### config.mk
export PLATFORM = sky130hd
export DESIGN_NAME = cfg_stream_mem
export DESIGN_NICKNAME = d
export VERILOG_FILES = /design/src/rtl/cfgmem_pkg.sv /design/src/rtl/cfgmem_array.sv /design/src/rtl/cfgmem_counter.sv /design/src/rtl/cfgmem_cascade.sv /design/src/rtl/cfg_stream_mem.sv
export SDC_FILE = /design/constraint.sdc
export NUM_CORES = 2
export LEC_CHECK = 0
export BUFFER_PORTS_ARGS = -buffer_cell sky130_fd_sc_hd__buf_2
export CORE_MARGIN = 2
export CORE_UTILIZATION = 50
export CTS_CLUSTER_DIAMETER = 40
export DETAILED_ROUTE_END_ITERATION = 8
export PLACE_DENSITY = 0.69
export SYNTH_ARGS = -nofsm -noshare
export SYNTH_HDL_FRONTEND = slang
export SYNTH_SLANG_ARGS = --single-unit
export TNS_END_PERCENT = 5
### constraint.sdc
create_clock -name clk -period 7.5 [get_ports clk]
set_input_delay 1.5 -clock clk [delete_from_list [all_inputs] [get_ports clk]]
set_output_delay 1.5 -clock clk [all_outputs]
set_load 0.005 [all_outputs]
### src/rtl/cfgmem_pkg.sv
package cfgmem_pkg;

  // Position inside a byte that the bit counter value selects (MSB first).
  function automatic int unsigned msb_index(input int unsigned count,
                                            input int unsigned width);
    return width - 1 - count;
  endfunction

  // True when a counter value is the top value of a range of lim entries.
  function automatic logic at_top(input int unsigned value,
                                  input int unsigned lim);
    return value == lim - 1;
  endfunction

endpackage

### src/rtl/cfgmem_array.sv
module cfgmem_array #(
  parameter int DEPTH = 256,
  parameter int W     = 8,
  localparam int AW   = (DEPTH > 1) ? $clog2(DEPTH) : 1,
  localparam int BW   = (W > 1) ? $clog2(W) : 1
) (
  input  logic          clk,
  input  logic          wr_en,
  input  logic [AW-1:0] wr_addr,
  input  logic [W-1:0]  wr_data,
  input  logic [AW-1:0] rd_addr,
  input  logic [BW-1:0] rd_bit,
  output logic          bit_o
);
  import cfgmem_pkg::*;

  logic [W-1:0] store [DEPTH];
  logic [W-1:0] rd_byte;

  always_ff @(posedge clk) begin
    if (wr_en) store[wr_addr] <= wr_data;
  end

  assign rd_byte = store[rd_addr];
  assign bit_o   = rd_byte[BW'(msb_index(int'(rd_bit), W))];
endmodule

### src/rtl/cfgmem_counter.sv
module cfgmem_counter #(
  parameter int DEPTH = 256,
  parameter int W     = 8,
  localparam int AW   = (DEPTH > 1) ? $clog2(DEPTH) : 1,
  localparam int BW   = (W > 1) ? $clog2(W) : 1
) (
  input  logic          clk,
  input  logic          oe,
  input  logic          adv,
  output logic [AW-1:0] addr_q,
  output logic [BW-1:0] bit_q,
  output logic          eom_q,
  output logic          wrap_evt,
  output logic          last_evt
);
  import cfgmem_pkg::*;

  logic bit_top, addr_top;

  assign bit_top  = at_top(int'(bit_q), W);
  assign addr_top = at_top(int'(addr_q), DEPTH);
  assign wrap_evt = adv && bit_top && !addr_top;
  assign last_evt = adv && bit_top && addr_top;

  always_ff @(posedge clk) begin
    if (!oe) begin
      addr_q <= '0;
      bit_q  <= '0;
      eom_q  <= 1'b0;
    end else if (last_evt) begin
      eom_q  <= 1'b1;
    end else if (wrap_evt) begin
      bit_q  <= '0;
      addr_q <= addr_q + AW'(1);
    end else if (adv) begin
      bit_q  <= bit_q + BW'(1);
    end
  end
endmodule

### src/rtl/cfgmem_cascade.sv
module cfgmem_cascade (
  input  logic ce_n,
  input  logic oe,
  input  logic ser_mode,
  input  logic eom,
  output logic selected,
  output logic drive,
  output logic ceo_n
);
  assign selected = ser_mode && !ce_n && oe;
  assign drive    = selected && !eom;
  assign ceo_n    = !(selected && eom);
endmodule

### src/rtl/cfg_stream_mem.sv
module cfg_stream_mem #(
  parameter int DEPTH = 256,
  parameter int W     = 8,
  localparam int AW   = (DEPTH > 1) ? $clog2(DEPTH) : 1,
  localparam int BW   = (W > 1) ? $clog2(W) : 1
) (
  input  logic          clk,
  input  logic          ce_n,
  input  logic          oe,
  input  logic          ser_mode,
  input  logic          ld_we,
  input  logic [AW-1:0] ld_addr,
  input  logic [W-1:0]  ld_data,
  output logic          dout,
  output logic          dout_en,
  output logic          ceo_n
);
  logic          load_ok;
  logic          selected;
  logic          adv;
  logic [AW-1:0] addr_q;
  logic [BW-1:0] bit_q;
  logic          eom_q;
  logic          wrap_evt;
  logic          last_evt;

  assign load_ok = ld_we && !ser_mode;
  assign adv     = dout_en;

  cfgmem_array #(.DEPTH(DEPTH), .W(W)) u_array (
    .clk     (clk),
    .wr_en   (load_ok),
    .wr_addr (ld_addr),
    .wr_data (ld_data),
    .rd_addr (addr_q),
    .rd_bit  (bit_q),
    .bit_o   (dout)
  );

  cfgmem_counter #(.DEPTH(DEPTH), .W(W)) u_counter (
    .clk      (clk),
    .oe       (oe),
    .adv      (adv),
    .addr_q   (addr_q),
    .bit_q    (bit_q),
    .eom_q    (eom_q),
    .wrap_evt (wrap_evt),
    .last_evt (last_evt)
  );

  cfgmem_cascade u_cascade (
    .ce_n     (ce_n),
    .oe       (oe),
    .ser_mode (ser_mode),
    .eom      (eom_q),
    .selected (selected),
    .drive    (dout_en),
    .ceo_n    (ceo_n)
  );
endmodule

==> metrics.csv <==
metric,value,unit
remaining antenna violation count,0,
Core Region,161000,um^2
YS warnings,0,
"FF+latch count, synth",2068,
Mapped Nets,4104,
RSZ-0062 raised after global routing,no,
first-pass GRT wire length,295,mm
die span in y,407,um
TNS Setup,0,ns
largest net degree at the start of global routing,203,
min Tclk post-route,7.35,ns
vias post-DR,42400,
clock root cell,clkbuf_16,
"Hold Vio Cnt, Final",0,
post-route cell area,91400,um^2
Detailed Routing Iterations Pass 1,7,
max_cap viols,1,
vias in the first global route,40700,
Synth Area in Simple Gates,3.63,%
area of the multi-input gates,17800,um^2
row cnt,147,
Post-Syn Area,81200,um^2
"CTS clk-pin slew, worst paths",0.06,ns
WL per Instance,31.7,um
Hold Path Class,flip-flop to flip-flop,
PwrDens,269,nW/um^2
final worst path period share,98.0,%
DIE WIDTH,407,um
crit path DAT,5.85,ns
Synth Instances,4080,
crit start category,flip-flop,
failing checks,max-capacitance violations,
number of setup buffers added after CTS,0,
Max VDD drop,0.249,mV
post-synthesis cell type count,59,
Avg Inst Size Synth,19.9,um^2
Synth Area in XOR/XNOR,0.0647,%
Placed Area,83500,um^2
CTS Hold Buffers Added,0,
overall routing resource usage,25.0,%
proportion of synthesized area in mux cells,14.6,%
DRC viols,0,
status,"complete, but fails checks",
starting density of the core,50.5,%
Lkg Pwr,27.0,nW
layout cells sized above 1,20.4,%
crit path kind,flip-flop to primary output,
Pins Over Slew Limit,0,
vias per cell,6.48,
CTS H-tree lvls,4,
Setup Skew,0.0148,ns
fmax,136,MHz
CTS sink count,2068,
antenna violations before repair,12,
Nets,4203,
Syn-to-layout area delta,12.6,%
Main synth FF type,edfxtp_1,
Worst Tran Pin Value,1.45,ns
hpwl dp,125,mm
main combinational cell family by area after synthesis,multiplexers,
Die ar.,166000,um^2
CP max FO,74,
Iteration-0 DRC Markers,6349,
critical path required time,6.00,ns
register area,61900,um^2
Setup Viol. Count Final,0,
IO Count,24,
ranking of synthesized cells by area,"edfxtp_1 76%, mux4_2 11%, mux2i_1 3.7%, nor2_1 1.5%, o221ai_1 1.4%",
adder-cell area share of the yosys netlist,0.0462,%
"count leader, synth",edfxtp_1,
PortBufs,23,
"top cells by count, synth","2048 x edfxtp_1, 384 x mux4_2, 314 x nor2_1",
Final GP Congestion,0.939,
Clock Path Buffers,3,
sequential share of the synthesized area,76.2,%
number of synthesized flops with an enable pin,2048,
Synth Area in Compound Gates,3.46,%
TritonCTS clock tree,yes,
Synth top area share,75.7,%
asr flop ratio synth,0,%
gr ovfl total,0,
Total Wirelength,207,mm
Rel. slew slack,0.856,%
fillcell total,11700,
clock latency at the later pin of the worst-skew pair,0.85,ns
"area leader, netlist",edfxtp_1,
cts bufs inserted,232,
post-CTS resize count,0,
Worst setup EP type,primary output,
[cell families (layout without fill, tap and decap cells)]
kind of cell             Yosys count  after routing
multiplexers                     696            696
AO/OA/AOI/OAI                    395            395
XOR/XNOR                           6              6
buffers and inverters            256            553
AND/OR/NAND/NOR                  656            656
other                              0              3
adder cells (fa/ha/maj)            3              3
flip-flops                      2068           2068
[stage by stage]
| step | hold slack (ns) | utilization (%) | total power, W | cells | worst slack [ns] |
|---|---|---|---|---|---|
| floorplan | 0.482 | - | 0.0130 | 4080 | 3.33 |
| global placement | 0.510 | 51.9 | 0.0132 | 6104 | 1.01 |
| detailed placement | 0.517 | 51.9 | 0.0132 | 6105 | 1.29 |
| CTS | 0.531 | 56.8 | 0.0246 | 6537 | 0.376 |
| global route | 0.548 | 56.8 | 0.0251 | 6537 | 0.168 |
| finish | 0.529 | 56.8 | 0.0246 | 6540 | 0.154 |
[registers in the layout, summed over array words and instances, names as in the netlist, named ones only]
name	flops
u_counter.addr_q	8
u_array.store	2048
u_counter.eom_q	1
u_counter.bit_q	3
[routing by layer]
| metal | wire (um) | GRT usage (%) | vias up |
|---|---|---|---|
| met2 | 96600 | 38.3 | 2618 |
| met3 | 23300 | 6.17 | 417 |
| li1 | - | - | 17200 |
| met5 | 65 | 0 | - |
| met1 | 80500 | 35.7 | 22100 |
| met4 | 6600 | 7.78 | 10 |
[power breakdown]
| group | internal, W | switching, W |
|---|---|---|
| registers | 0.0127 | 0.00000335 |
| clock network | 0.00684 | 0.00473 |
| logic | 0.0000261 | 0.000253 |
| total | 0.0196 | 0.00499 |
[critical path: stages (launching register included)]
cell and delay, ns:
dfxtp_4 0.88, buf_12 0.47, mux2i_1 0.18, o221ai_1 0.45
o22ai_1 0.16, o21ai_0 0.69, nand2_1 0.09, o311ai_0 0.94
nand4_1 0.24, o22ai_1 0.20, a211o_1 0.34, buf_2 0.18
[cell type report]
cell class	instances	area share, %
timing repair buffer	112	1.16
sequential	2068	67.8
clock buffer	266	6.52
multi-input combinational	1756	19.4
antenna	3	0.00821
inverter	9	0.0397
clock inverter	166	2.13
tap	2160	2.96
[path summary, 6_finish.rpt]
kind	start	end	slack (ns)	depth (start not counted)
worst max register to register	u_counter.bit_q[0]$_SDFFE_PN0P_	flip-flop	4.66	11
worst max-delay path	flip-flop	dout	0.15	11
worst min-delay path	u_counter.eom_q$_SDFFE_PN0P_	u_counter.eom_q$_SDFFE_PN0P_	0.53	2
worst min register to register	u_counter.eom_q$_SDFFE_PN0P_	u_counter.eom_q$_SDFFE_PN0P_	0.53	2
[placed cells by master (no fill, tap or decap), types with 30 or more instances in the layout]
cell type	count
a21oi_1	69
buf_4	71
bufinv_16	31
clkbuf_1	33
clkbuf_16	233
clkinv_1	30
edfxtp_1	2048
mux2i_1	298
mux4_2	384
nand2_1	98
nand3_1	47
nor2_1	314
nor3_1	71
o21ai_0	50
o221ai_1	126
o22ai_1	57
No activity file was read; power rests on OpenSTA's default activity.
